File: config.mk
export PLATFORM = sky130hd
export DESIGN_NAME = tick_timer_unit
export DESIGN_NICKNAME = d
export VERILOG_FILES = /design/src/rtl/tick_timer_pkg.sv /design/src/rtl/tick_rst_sync.sv /design/src/rtl/tick_tb_counter.sv /design/src/rtl/tick_dec_counter.sv /design/src/rtl/tick_irq_latch.sv /design/src/rtl/tick_timer_unit.sv
export SDC_FILE = /design/constraint.sdc
export NUM_CORES = 1
export LEC_CHECK = 0
export BUFFER_PORTS_ARGS = -buffer_cell sky130_fd_sc_hd__buf_2
export CAP_MARGIN = 20
export CORE_MARGIN = 2
export CORE_UTILIZATION = 54
export DETAILED_ROUTE_END_ITERATION = 10
export GPL_TIMING_DRIVEN = 1
export PLACE_DENSITY = 0.77
export RECOVER_POWER = 100
export SLEW_MARGIN = 5
export SYNTH_ARGS = -nofsm -noshare
export SYNTH_HDL_FRONTEND = slang
export SYNTH_SLANG_ARGS = --single-unit
export TNS_END_PERCENT = 20
File: constraint.sdc
create_clock -name clk -period 2.65 [get_ports clk]
set_input_delay 0.265 -clock clk [delete_from_list [all_inputs] [get_ports clk]]
set_output_delay 0.265 -clock clk [all_outputs]
set_load 0.02 [all_outputs]
File: src/rtl/tick_timer_pkg.sv
package tick_timer_pkg;
  localparam int unsigned DATA_W = 32;
  localparam int unsigned SEL_W  = 2;

  typedef enum logic [SEL_W-1:0] {
    SEL_TB_LO = 2'd0,
    SEL_TB_HI = 2'd1,
    SEL_DEC   = 2'd2,
    SEL_NONE  = 2'd3
  } reg_sel_e;
endpackage

File: src/rtl/tick_rst_sync.sv
module tick_rst_sync #(
  parameter int unsigned STAGES = 2
) (
  input  logic clk,
  input  logic rst_n,
  output logic rst_ns
);
  logic [STAGES-1:0] sync_q;
  logic [STAGES-1:0] sync_d;

  always_comb begin
    sync_d = {sync_q[STAGES-2:0], 1'b1};
  end

  always_ff @(posedge clk or negedge rst_n) begin
    if (!rst_n) sync_q <= '0;
    else        sync_q <= sync_d;
  end

  assign rst_ns = sync_q[STAGES-1];
endmodule

File: src/rtl/tick_tb_counter.sv
module tick_tb_counter #(
  parameter int unsigned HALF_W = 32,
  localparam int unsigned TB_W  = 2 * HALF_W
) (
  input  logic              clk,
  input  logic              rst_ns,
  input  logic              tick_en,
  input  logic              wr_lo,
  input  logic              wr_hi,
  input  logic [HALF_W-1:0] wr_data,
  output logic [TB_W-1:0]   tb_q
);
  logic [TB_W-1:0] tb_d;
  logic            tb_ce;

  always_comb begin
    tb_ce = wr_lo | wr_hi | tick_en;
    tb_d  = tb_q;
    if (wr_lo)        tb_d = {tb_q[TB_W-1:HALF_W], wr_data};
    else if (wr_hi)   tb_d = {wr_data, tb_q[HALF_W-1:0]};
    else if (tick_en) tb_d = tb_q + {{(TB_W-1){1'b0}}, 1'b1};
  end

  always_ff @(posedge clk or negedge rst_ns) begin
    if (!rst_ns)    tb_q <= '0;
    else if (tb_ce) tb_q <= tb_d;
  end
endmodule

File: src/rtl/tick_dec_counter.sv
module tick_dec_counter #(
  parameter int unsigned DEC_W = 32
) (
  input  logic             clk,
  input  logic             rst_ns,
  input  logic             tick_en,
  input  logic             wr_dec,
  input  logic [DEC_W-1:0] wr_data,
  output logic [DEC_W-1:0] dec_q,
  output logic             expire
);
  logic [DEC_W-1:0] dec_d;
  logic             dec_ce;
  logic             wr_neg_edge;
  logic             cnt_wrap;

  always_comb begin
    wr_neg_edge = wr_dec & wr_data[DEC_W-1] & ~dec_q[DEC_W-1];
    cnt_wrap    = ~wr_dec & tick_en & (dec_q == '0);
    expire      = wr_neg_edge | cnt_wrap;
    dec_ce      = wr_dec | tick_en;
    dec_d       = dec_q;
    if (wr_dec)       dec_d = wr_data;
    else if (tick_en) dec_d = dec_q - {{(DEC_W-1){1'b0}}, 1'b1};
  end

  always_ff @(posedge clk or negedge rst_ns) begin
    if (!rst_ns)     dec_q <= '1;
    else if (dec_ce) dec_q <= dec_d;
  end
endmodule

File: src/rtl/tick_irq_latch.sv
module tick_irq_latch (
  input  logic clk,
  input  logic rst_ns,
  input  logic set_evt,
  input  logic ack,
  output logic irq_q
);
  logic irq_d;

  always_comb begin
    irq_d = irq_q;
    if (set_evt)  irq_d = 1'b1;
    else if (ack) irq_d = 1'b0;
  end

  always_ff @(posedge clk or negedge rst_ns) begin
    if (!rst_ns) irq_q <= 1'b0;
    else         irq_q <= irq_d;
  end
endmodule

File: src/rtl/tick_timer_unit.sv
module tick_timer_unit
  import tick_timer_pkg::*;
#(
  parameter int unsigned DW = DATA_W,
  localparam int unsigned TB_W = 2 * DW
) (
  input  logic             clk,
  input  logic             rst_n,
  input  logic             tick_en,
  input  logic [SEL_W-1:0] reg_sel,
  input  logic             wr_en,
  input  logic [DW-1:0]    wr_data,
  output logic [DW-1:0]    rd_data,
  input  logic             irq_ack,
  output logic             irq_req
);
  logic            rst_ns;
  logic            wr_lo, wr_hi, wr_dec;
  logic [TB_W-1:0] tb_q;
  logic [DW-1:0]   dec_q;
  logic            expire;
  reg_sel_e        sel;

  assign sel = reg_sel_e'(reg_sel);

  tick_rst_sync #(.STAGES(2)) u_rst (
    .clk(clk), .rst_n(rst_n), .rst_ns(rst_ns)
  );

  always_comb begin
    wr_lo  = wr_en & (sel == SEL_TB_LO);
    wr_hi  = wr_en & (sel == SEL_TB_HI);
    wr_dec = wr_en & (sel == SEL_DEC);
  end

  tick_tb_counter #(.HALF_W(DW)) u_tb (
    .clk(clk), .rst_ns(rst_ns), .tick_en(tick_en),
    .wr_lo(wr_lo), .wr_hi(wr_hi), .wr_data(wr_data), .tb_q(tb_q)
  );

  tick_dec_counter #(.DEC_W(DW)) u_dec (
    .clk(clk), .rst_ns(rst_ns), .tick_en(tick_en),
    .wr_dec(wr_dec), .wr_data(wr_data), .dec_q(dec_q), .expire(expire)
  );

  tick_irq_latch u_irq (
    .clk(clk), .rst_ns(rst_ns), .set_evt(expire), .ack(irq_ack), .irq_q(irq_req)
  );

  always_comb begin
    case (sel)
      SEL_TB_LO: rd_data = tb_q[DW-1:0];
      SEL_TB_HI: rd_data = tb_q[TB_W-1:DW];
      SEL_DEC:   rd_data = dec_q;
      default:   rd_data = '0;
    endcase
  end
endmodule

After elaboration in Yosys (flattened, before gate mapping). Index checks and enable logic that the tools add are counted.

Mux-type cells: 8. Shift-type cells: 0. Div/mod/pow operators: 0. Reduce and logical (&&, ||, !) cells: 9. Multipliers: 0. Bitwise logic cells: 14. Magnitude comparators: 0. Equal/unequal tests: 3. $add $sub $neg: 2.

Operators with widths (number): 2-to-1 mux 64 bit (2); 2-to-1 mux 32 bit (3); case mux 32 bit (3 select lines) (1); adder 64 x 1 -> 64 bit (second input constant) (1); zero test 32 bit (1); subtractor 32 x 1 -> 32 bit (second input constant) (1); nonzero test 2 bit (4); bitwise AND 1 bit (7); AND reduction 3 bit (2); bitwise OR 1 bit (4); NOT 1 bit (3); equality test 2 x 1 -> 1 bit (second input constant) (1); equality test 2 bit (second input constant) (1); zero test 2 bit (1); 2-to-1 mux 1 bit (2); != test 2 x 1 -> 1 bit (second input constant) (1); AND reduction 2 bit (1).

Register bits: 99. Memories kept: 0. Latch bits: 0. Word-level logic and storage cells: 41. Input port bits: 39. Bits in writable memories: 0. Memory bits (read-only): 0. Output and inout bits: 33.

Depth between registers and ports, before layout. Gate-level depths: netlist of run 1.

Depth after elaboration: 7. Depth in mapped cells: 9. Gate-level depth less buffers: 8.

Hierarchy. A second synthesis of run 1 with hierarchy kept.

Cell total of the unflattened synthesis: 780. Area total of the unflattened synthesis: 6721.4 um^2.

Modules (own cells, without submodules): tick_tb_counter (area an instance 3987.6 um^2, cells an instance 486, sequential area each 1601.5 um^2, times used 1); tick_dec_counter (area an instance 1894.3 um^2, cells an instance 208, sequential area each 840.8 um^2, times used 1); tick_timer_unit (area an instance 749.5 um^2, cells an instance 80, sequential area each 0.0 um^2, times used 1); tick_rst_sync (area an instance 53.8 um^2, cells an instance 3, sequential area each 50.0 um^2, times used 1); tick_irq_latch (area an instance 36.3 um^2, cells an instance 3, sequential area each 25.0 um^2, times used 1).

Worst setup path after synthesis of run 1. OpenSTA, ideal clock, no wires.

Kind: register -> register. From: reg u_tb.tb_q[0]. To: reg u_tb.tb_q[56]. Clock period less this slack: 2.341 ns. Stages on the path, launching flop included: 8. Library setup time: 0.087 ns. Required time: 2.563 ns. Setup slack: 0.309 ns. Arrival: 2.254 ns. Buffers on the path: 0. Cells stage by stage: dfrtp_1 -> ha_1 -> and3_1 -> nand3_1 -> nor4_4 -> nand3_4 -> or4_1 -> o211ai_1.

Longest elaborated chain between the ends: 3.

RTL lines: from (decl) (line tick_tb_counter.sv:11) `output logic [TB_W-1:0] tb_q`; from (signal assigned) (line tick_tb_counter.sv:26) `else if (tb_ce) tb_q <= tb_d;`; adder 64 x 1 -> 64 bit (line tick_tb_counter.sv:21) `else if (tick_en) tb_d = tb_q + {{(TB_W-1){1'b0}}, 1'b1};`; 2-to-1 mux 64 bit (line tick_tb_counter.sv:21); 2-to-1 mux 64 bit (line tick_tb_counter.sv:20) `else if (wr_hi) tb_d = {wr_data, tb_q[HALF_W-1:0]};`.

No other way between the ends. The select of a mux whose other input is x is not followed. A chain may end at the register's enable or synchronous reset.

Final worst setup path of run 1.
From: reg u_dec.dec_q[5]. To: reg u_dec.dec_q[27].

Longest elaborated chain between the ends: 3.

RTL lines: from (decl) (line tick_dec_counter.sv:9) `output logic [DEC_W-1:0] dec_q,`; from (signal assigned) (line tick_dec_counter.sv:28) `if (!rst_ns) dec_q <= '1;`; from (signal assigned) (line tick_dec_counter.sv:29) `else if (dec_ce) dec_q <= dec_d;`; subtractor 32 x 1 -> 32 bit (line tick_dec_counter.sv:24) `else if (tick_en) dec_d = dec_q - {{(DEC_W-1){1'b0}}, 1'b1};`; 2-to-1 mux 32 bit (line tick_dec_counter.sv:24); 2-to-1 mux 32 bit (line tick_dec_counter.sv:23) `if (wr_dec) dec_d = wr_data;`.

No other way between the ends. The select of a mux whose other input is x is not followed.

==> impl_metrics.tcl, run 1 <==
set metrics [dict create \
    outcome "finished with violations" \
    violations "capacitance limit, slew limit" \
    fin_tns_setup_ns 0 \
    synth_ff_type "dfrtp_1" \
    cts-root-buf "clkbuf_16" \
    cts_sinks 99 \
    grt_pass1_wl_mm 37.9 \
    cp-end-kind "flop" \
    layout_commonest_cell "nand2_1" \
    cts_buffers 9 \
    gp_congestion 1.00 \
    maxCapViolCount 2 \
    route.vias.total 6999 \
    drt_iter0_markers 966 \
    route.met3.wl_mm 2.11 \
    leakagePower_nw 2.85 \
    switchingPower_w 0.00188 \
    drc 0 \
    slew_headroom -0.0876 \
    antenna_found_initial 0 \
    cp_max_fo 5 \
    holdPathStages 3 \
    slowest_stage "or4_1" \
    rsz0062_at_grt "false" \
    top_layer_used "met4" \
    r2r_end "u_dec.dec_q[27]" \
    power.share.sequential 0.465 \
    ant_nets 0 \
    min_from "wr_data[0]" \
    h-tree-depth 3 \
    cp.arrival_ns 2.80 \
    p_clk_frac 0.281 \
    ys_ff_latch 99 \
    drt-wirelength-per-cell_um 23.9 \
    track_usage 0.388 \
    min_period_over_period 0.954 \
    grt_pass1_vias 6521 \
    worst_path_largest_cell_delay_ns 0.60 \
    ys_top_cells_by_area "dfrtp_1, dfstp_2, nand2_1" \
    cts_tree "done" \
    diodes 0 \
    grt_max_degree 64 \
    synthCells 814 \
    clockBufferDepth 2 \
    required_ns 2.92 \
    path_class "reg2reg" \
    worstMarginPinSlew_ns 1.63 \
    insertion_delay_ns 0.36 \
    vias_per_cell 6.71 \
    postPlaceCellArea_um2 7270 \
    place_worst_setup_slack_ns 0.169 \
    finalNetCount 932 \
    design_area_um2 7490 \
    post-dp-hpwl_mm 18.3 \
    die_h_um 114 \
    sw_frac_of_total 0.366 \
    io_pins 72 \
    period_needed_ns 2.53 \
    drt-met1-wl_mm 9.76 \
    die_w_um 114 \
    min_to "u_dec.dec_q[0]" \
    path_cells "or4_1 -> or2_2 -> nor4_1 -> buf_4 -> nand2b_1 -> xnor2_1 -> mux2_2" \
    rows 40 \
    critPathLaunchType "flop" \
    yosysSeqAreaShare 0.384 \
    yosysWarnings 0 \
    syn-mean-instance-area_um2 8.05 \
    final_cell_mix "nand2_1, a21oi_1, o21ai_0" \
    power_frac_comb 0.254 \
    cp-startpoint "u_dec.dec_q[5]" \
    finalSetupViolCount 0 \
    cp_top_family "simple AND/OR/NAND/NOR gates" \
    grt_remaining_overflow 0 \
    cts_setup_buffers 0 \
    hold_violations 0 \
    reg2reg_depth 7 \
    coreArea_um2 11900 \
    slew_viol_final 71 \
    r2r_start "u_dec.dec_q[5]" \
    drive_gt1_frac 0.148 \
    synth_top_area_frac 0.256 \
    total_power_w 0.00512 \
    fin_skew_ns 0.0114 \
    max_clock_freq_ghz 0.395 \
    peakVddDrop_mv 0.568 \
    clkSlewWorstSetupHoldPaths_ns 0.07 \
    synth.distinct_cells 59 \
    synth_nets 855 \
    wirelength_mm 25.0 \
    initial_utilization 0.550 \
    firstDrtPassIters 5 \
    rrSetupSlack_ns 0.12 \
    area_growth_pct 14.3 \
    synthArstFlopShare 1.00 \
    p_per_area_nw_per_um2 684 \
    place.port_buffers 71 \
    syn_area_um2 6550 \
    internal_power_w 0.00324 \
    synth_edf_count 0 \
    hold_class "in2reg" \
    synthDominantAreaCellType "dfrtp_1" \
    fin_ws_ns 0.121 \
    cp_num_buf_inv 1 \
    die_area_um2 13000 \
    wl_met2_mm 11.6 \
]
==> logic make-up (layout without fill, tap and decap cells) <==
| logic type | after synthesis | after routing | synth area share |
|---|---|---|---|
| muxes | 36 | 36 | 0.0556 |
| AOI/OAI and AO/OA | 209 | 209 | 0.188 |
| adders and majority gates | 2 | 2 | 0.00382 |
| DFF | 99 | 99 | 0.384 |
| xor gates and xnor gates | 36 | 36 | 0.0481 |
| buffers and inverters | 58 | 140 | 0.0350 |
| other | 1 | 1 | 0.000573 |
| and+or+nand+nor | 373 | 373 | 0.285 |
==> final cells by class <==
cell class,instances,area (um2)
Timing Repair Buffer,113,619
Clock inverter,4,45.0
Tap cell,147,184
Clock buffer,12,279
Fill cell,1105,4420
Sequential cell,99,2520
Inverter,11,41.3
Multi-Input combinational cell,657,3800
==> worst reg2reg max path, cell delays in order (launching register included) <==
cell and delay [ns]:
dfstp_2 0.38, or4_1 0.60, or2_2 0.36, nor4_1 0.45, buf_4 0.21, nand2b_1 0.06
xnor2_1 0.12, mux2_2 0.26
==> power by group through the flow <==
stage          Combinational, W  Clock, W  Sequential, W
4_1_cts                 0.00131   0.00146        0.00236
3_3_place_gp            0.00128         0        0.00237
2_1_floorplan          0.000876         0        0.00223
3_5_place_dp            0.00130         0        0.00239
6_report                0.00130   0.00144        0.00238
5_1_grt                 0.00141   0.00151        0.00242
==> flip-flops by register name, summed over array words and instances (netlist names) <==
| register | cells |
|---|---|
| u_dec.dec_q | 32 |
| u_tb.tb_q | 64 |
| u_irq.irq_q | 1 |
| u_rst.sync_q | 2 |
==> repair_timing <==
item,in CTS,in global routing
endpoints found under the setup margin,0,1
gates resized for setup,0,1
hold endpoints to repair,2,0
hold buffers,1,0
==> layer usage <==
metal	global-route usage	vias up
li1	-	3144
met1	0.502	3337
met2	0.627	435
met3	0.0656	83
met4	0.206	0
met5	0	-
==> worst max-delay path by stage <==
| stage | endpoint | slack (ns) | cells past startpoint |
|---|---|---|---|
| 6_report | u_dec.dec_q[27] | 0.12 | 7 |
| 5_1_grt | u_dec.dec_q[27] | 0.04 | 7 |
| 4_1_cts | u_dec.dec_q[27] | 0.15 | 7 |
| 3_5_place_dp | u_dec.dec_q[27] | 0.17 | 7 |
| 3_3_place_gp | u_dec.dec_q[27] | 0.20 | 7 |
| 2_1_floorplan | u_tb.tb_q[56] | 0.31 | 7 |
==> synth_stat cells, types with 4 or more instances <==
| master | instances |
|---|---|
| o311ai_0 | 9 |
| nor4_1 | 20 |
| dfrtp_1 | 67 |
| a31oi_1 | 9 |
| mux2i_1 | 33 |
| o21ai_0 | 67 |
| a21oi_1 | 73 |
| and4_1 | 7 |
| xnor2_1 | 22 |
| dfstp_2 | 32 |
| nand4_1 | 27 |
| o211ai_1 | 16 |
| and2_1 | 4 |
| a31o_2 | 5 |
| clkbuf_1 | 39 |
| inv_1 | 10 |
| nor2_1 | 65 |
| or3_1 | 11 |
| nand3_1 | 48 |
| nor3_1 | 29 |
| o22ai_1 | 8 |
| a211oi_1 | 4 |
| nand2_1 | 120 |
| buf_1 | 4 |
| and3_1 | 15 |
| or4_1 | 6 |
| xor2_1 | 14 |
==> stage by stage <==
step | instances | utilization | hold WS [ns]
floorplan | 814 | - | -0.0306
global placement | 1026 | 0.610 | 0.0487
detailed placement | 1026 | 0.610 | 0.0521
CTS | 1043 | 0.638 | 0.163
global route | 1043 | 0.629 | 0.171
finish | 1043 | 0.629 | 0.174
Note: power is estimated with default switching activity, not from simulation.
==> run 2: changes to the inputs <==
--- a/config.mk
+++ b/config.mk
@@ -8,10 +8,9 @@
 export BUFFER_PORTS_ARGS = -buffer_cell sky130_fd_sc_hd__buf_2
 export CAP_MARGIN = 20
 export CORE_MARGIN = 2
-export CORE_UTILIZATION = 54
+export CORE_UTILIZATION = 45
 export DETAILED_ROUTE_END_ITERATION = 10
 export GPL_TIMING_DRIVEN = 1
-export PLACE_DENSITY = 0.77
 export RECOVER_POWER = 100
 export SLEW_MARGIN = 5
 export SYNTH_ARGS = -nofsm -noshare
==> constraint.sdc (replaced) <==
create_clock -name clk -period 3.25 [get_ports clk]
set_input_delay 0.4875 -clock clk [delete_from_list [all_inputs] [get_ports clk]]
set_output_delay 0.4875 -clock clk [all_outputs]
set_load 0.02 [all_outputs]
==> impl_metrics.tcl, run 2 (synthesis results as in run 1) <==
set metrics [dict create \
    finalSetupViolCount 0 \
    h-tree-depth 3 \
    cts_tree "done" \
    slew_viol_final 71 \
    layout_commonest_cell "nand2_1" \
    cp.arrival_ns 2.46 \
    route.vias.total 6934 \
    die_h_um 125 \
    fin_skew_ns 0.00769 \
    r2r_start "u_tb.tb_q[0]" \
    die_area_um2 15500 \
    leakagePower_nw 2.76 \
    cp-end-kind "output pin" \
    rsz0062_at_grt "false" \
    cts_sinks 99 \
    postPlaceCellArea_um2 7190 \
    violations "capacitance limit, slew limit" \
    initial_utilization 0.456 \
    critPathLaunchType "primary input" \
    cp-startpoint "reg_sel[0]" \
    hold_violations 0 \
    finalNetCount 918 \
    largestRegisters "u_tb.tb_q: 64 flops, u_dec.dec_q: 32 flops, u_rst.sync_q: 2 flops" \
    post-dp-hpwl_mm 18.8 \
    drt-wirelength-per-cell_um 23.7 \
    insertion_delay_ns 0.36 \
    area_growth_pct 12.0 \
    max_clock_freq_ghz 0.340 \
    min_period_over_period 0.906 \
    design_area_um2 7340 \
    io_pins 72 \
    worstMarginPinSlew_ns 1.73 \
    vias_per_cell 6.50 \
    final_cell_mix "nand2_1, a21oi_1, o21ai_0" \
    track_usage 0.324 \
    outcome "finished with violations" \
    hold_class "reg2reg" \
    path_class "in2out" \
    diodes 0 \
    min_from "u_rst.sync_q[0]" \
    firstDrtPassIters 6 \
    p_per_area_nw_per_um2 555 \
    largest-register "u_tb.tb_q" \
    drt_iter0_markers 766 \
    required_ns 2.76 \
    cts-root-buf "clkbuf_16" \
    grt_pass1_wl_mm 38.6 \
    die_w_um 125 \
    fin_tns_setup_ns 0 \
    peakVddDrop_mv 0.288 \
    cp_max_fo 16 \
    place.port_buffers 71 \
    drive_gt1_frac 0.137 \
    ant_nets 0 \
    clkSlewWorstSetupHoldPaths_ns 0.07 \
    gp_congestion 0.974 \
    largest_reg_flops 64 \
    grt_remaining_overflow 0 \
    coreArea_um2 14400 \
    antenna_found_initial 0 \
    rows 44 \
    period_needed_ns 2.94 \
    grt_max_degree 58 \
    cts_buffers 9 \
    drc 0 \
    maxCapViolCount 2 \
    clockBufferDepth 2 \
    grt_pass1_vias 6469 \
    slew_headroom -0.154 \
    cts_setup_buffers 0 \
    wirelength_mm 25.3 \
]
==> run 2: per-layer routing <==
layer | global-route usage | share of wire | vias up
met4 | 0.182 | 0.059 | 0
met1 | 0.438 | 0.41 | 3334
met3 | 0.0442 | 0.073 | 83
met2 | 0.503 | 0.45 | 387
met5 | 0 | 0 | -
li1 | - | - | 3130
==> run 2: metrics by stage <==
stage                     hold slack [ns]   util  power, W  cells  setup slack [ns]
after floorplan                     0.192      -   0.00253    814             0.344
after global placement              0.274  0.500   0.00297   1049             0.743
after detailed placement            0.274  0.500   0.00299   1049             0.642
after CTS                           0.360  0.520   0.00409   1066             0.632
after global routing                0.365  0.511   0.00426   1066             0.211
final                               0.360  0.511   0.00407   1066             0.306
==> run 2: report_power, final <==
part           switching [W]  internal, W  total, W
Sequential          0.000426      0.00155   0.00197
Clock               0.000488     0.000596   0.00108
Combinational       0.000620     0.000392   0.00101
==> run 2: worst max-delay path, cell delays in order <==
cell and delay (ns):
clkbuf_1 0.45, nor2b_2 0.61, clkbuf_2 0.43, nand2_1 0.11, o21ai_0 0.13, buf_2 0.22
==> run 2: cell type report <==
class                           count  area, um2
Inverter                           11       41.3
Timing Repair Buffer               99        497
Clock inverter                      3       38.8
Tap cell                          184        230
Multi-Input combinational cell    657       3770
Sequential cell                    99       2520
Fill cell                        1449       7030
Clock buffer                       13        240
==> run 2: what timing repair did <==
| item | in CTS | in global routing |
|---|---|---|
| endpoints found under the setup margin | 0 | 0 |
| gates resized for setup | 0 | 0 |
| hold buffers | 1 | 0 |
| hold endpoints to repair | 2 | 0 |
==> run 2: worst paths after layout <==
kind / end / slack (ns) / cells past startpoint
max: rd_data[25] / 0.31 / 6
min: u_rst.sync_q[1] / 0.36 / 0
max reg2reg: u_tb.tb_q[56] / 0.42 / 7
min reg2reg: u_rst.sync_q[1] / 0.36 / 0
max in group asynchronous: u_tb.tb_q[17] / 0.76 / 1
min in group asynchronous: u_rst.sync_q[1] / 0.44 / 2
==> run 3: changes to the inputs <==
--- a/config.mk
+++ b/config.mk
@@ -5,6 +5,7 @@
 export SDC_FILE = /design/constraint.sdc
 export NUM_CORES = 1
 export LEC_CHECK = 0
+export ABC_AREA = 1
 export BUFFER_PORTS_ARGS = -buffer_cell sky130_fd_sc_hd__buf_2
 export CAP_MARGIN = 20
 export CORE_MARGIN = 2
==> impl_metrics.tcl, run 3 <==
set metrics [dict create \
    cp_top_family "buffers and inverters" \
    largest-register "u_tb.tb_q" \
    grt_pass1_vias 8708 \
    cts-root-buf "clkbuf_16" \
    holdPathStages 0 \
    period_needed_ns 2.89 \
    peakVddDrop_mv 0.354 \
    worstMarginPinSlew_ns 2.39 \
    wl_met2_mm 15.2 \
    violations "capacitance limit, slew limit" \
    grt_pass1_wl_mm 52.3 \
    slew_viol_final 55 \
    fin_tns_setup_ns 0 \
    critPathLaunchType "primary input" \
    cp.arrival_ns 2.40 \
    worst_path_largest_cell_delay_ns 0.70 \
    reg2reg_depth 11 \
    fin_skew_ns 0.0132 \
    insertion_delay_ns 0.37 \
    area_growth_pct 10.1 \
    largestRegisters "u_tb.tb_q: 64 flops, u_dec.dec_q: 32 flops, u_rst.sync_q: 2 flops" \
    yosysSeqAreaShare 0.308 \
    ys_top_cells_by_area "nand2_1, dfrtp_1, dfstp_2" \
    drt-wirelength-per-cell_um 21.0 \
    required_ns 2.76 \
    synth_nets 1406 \
    total_power_w 0.00494 \
    top_layer_used "met4" \
    clkSlewWorstSetupHoldPaths_ns 0.07 \
    drt-met1-wl_mm 14.8 \
    coreArea_um2 17900 \
    cts_resized 0 \
    path_cells "buf_2 -> inv_1 -> nand2_1 -> clkbuf_1 -> o221ai_1 -> clkbuf_1" \
    synthCells 1365 \
    ant_nets 0 \
    rrSetupSlack_ns 0.52 \
    largest_reg_flops 64 \
    synth_ff_type "dfrtp_1" \
    grt_max_degree 55 \
    max_clock_freq_ghz 0.346 \
    finalNetCount 1466 \
    hold_class "reg2reg" \
    syn_area_um2 8180 \
    slew_headroom -0.593 \
    p_per_area_nw_per_um2 548 \
    ys_top_cells_by_count "nand2_1, nor2_1, inv_1, nand3_1, dfrtp_1" \
    die_area_um2 19300 \
    hold_violations 0 \
    firstDrtPassIters 5 \
    post-dp-hpwl_mm 27.9 \
    rows 49 \
    cp_num_buf_inv 4 \
    synth_edf_count 0 \
    finalSetupViolCount 0 \
    cp_max_fo 17 \
    route.met3.wl_mm 3.42 \
    crit_top_cell "clkbuf_1" \
    yosysWarnings 0 \
    r2r_start "u_tb.tb_q[0]" \
    synth.most_common_cell "nand2_1" \
    synth.distinct_cells 36 \
    vias_per_cell 5.72 \
    leakagePower_nw 4.27 \
    drt_iter0_markers 990 \
    design_area_um2 9010 \
    slowest_stage "clkbuf_1" \
    cts_setup_buffers 0 \
    r2r_end "u_tb.tb_q[18]" \
    cts_tree "done" \
    diodes 0 \
    place_inst 1642 \
    cts_sinks 99 \
    path_class "in2out" \
    cts_buffers 9 \
    gp_congestion 1.05 \
    min_to "u_rst.sync_q[1]" \
    hold_slack_ns 0.358 \
    route.vias.total 9486 \
    die_w_um 139 \
    layout_commonest_cell "nand2_1" \
    synthDominantAreaCellType "nand2_1" \
    drc 0 \
    min_from "u_rst.sync_q[0]" \
    syn-mean-instance-area_um2 6.00 \
    min_period_over_period 0.888 \
    clockBufferDepth 2 \
    initial_utilization 0.457 \
    grt_remaining_overflow 0 \
    h-tree-depth 3 \
    antenna_found_initial 0 \
    synthArstFlopShare 1.00 \
    synth_top_area_frac 0.219 \
    maxCapViolCount 1 \
    ys_ff_latch 99 \
    postPlaceCellArea_um2 8800 \
    place.port_buffers 71 \
    io_pins 72 \
    outcome "finished with violations" \
    cp-end-kind "output pin" \
    track_usage 0.360 \
    instances_no_fill 1659 \
    rsz0062_at_grt "false" \
    drive_gt1_frac 0.0755 \
    die_h_um 139 \
    final_cell_mix "nand2_1, nor2_1, inv_1" \
    wirelength_mm 34.8 \
]
run 3: cell count changes after synthesis, moves of 15 or more:
cell,previous run,this run
mux2i_1,33,0
nand2_1,120,477
nor3_1,29,10
o21ai_0,67,40
nor4_1,20,1
nand3_1,48,98
o221ai_1,2,43
inv_1,10,175
and3_1,15,0
clkbuf_1,39,18
nor2_1,65,212
run 3: worst max path at each step:
stage / startpoint / endpoint / slack (ns) / cells after the start
CTS: reg_sel[1] / rd_data[14] / 0.79 / 6
floorplan: u_rst.sync_q[1] / u_irq.irq_q / 0.34 / 0
global route: reg_sel[1] / rd_data[14] / 0.36 / 6
detailed placement: reg_sel[0] / u_tb.tb_q[13] / 0.72 / 10
global placement: reg_sel[0] / u_tb.tb_q[13] / 0.77 / 10
finish: reg_sel[1] / rd_data[14] / 0.36 / 6
run 3: power by group:
part	leakage (nW)	internal (W)	switching, W
combinational	2.97	0.000558	0.00120
clock	0.149	0.000585	0.000556
sequential	1.15	0.00159	0.000450
run 3: layout make-up:
cell class                 instances  area (um2)
clock buffer                      11         254
clock inverter                     5        46.3
fill                            1954        8890
inverter                         180         676
multi-input combinational       1048        4790
sequential                        99        2520
tap                              229         287
timing repair buffer              87         435
run 3: logic make-up (layout without fill, tap and decap cells):
logic type	Yosys count	after routing	share of synthesized area
AOI/OAI and AO/OA	187	187	0.146
xor gates and xnor gates	25	25	0.0268
adders and majority gates	2	2	0.00306
buffers and inverters	218	283	0.102
DFF	99	99	0.308
other	1	1	0.000458
and+or+nand+nor	833	833	0.414
run 3: per-layer routing:
| metal | track usage | vias up |
|---|---|---|
| met5 | 0 | - |
| met4 | 0.146 | 0 |
| met3 | 0.0725 | 79 |
| met2 | 0.547 | 464 |
| met1 | 0.502 | 4435 |
| li1 | - | 4508 |
run 3: what timing repair did:
item	CTS	global route
setup endpoints to repair	0	0
hold buffers	1	0
hold endpoints to repair	2	0
run 3: metrics by stage:
stage / setup slack, ns / util
2_1_floorplan: 0.344 / -
3_3_place_gp: 0.770 / 0.492
3_5_place_dp: 0.717 / 0.492
4_1_cts: 0.793 / 0.509
5_1_grt: 0.359 / 0.503
6_report: 0.362 / 0.503
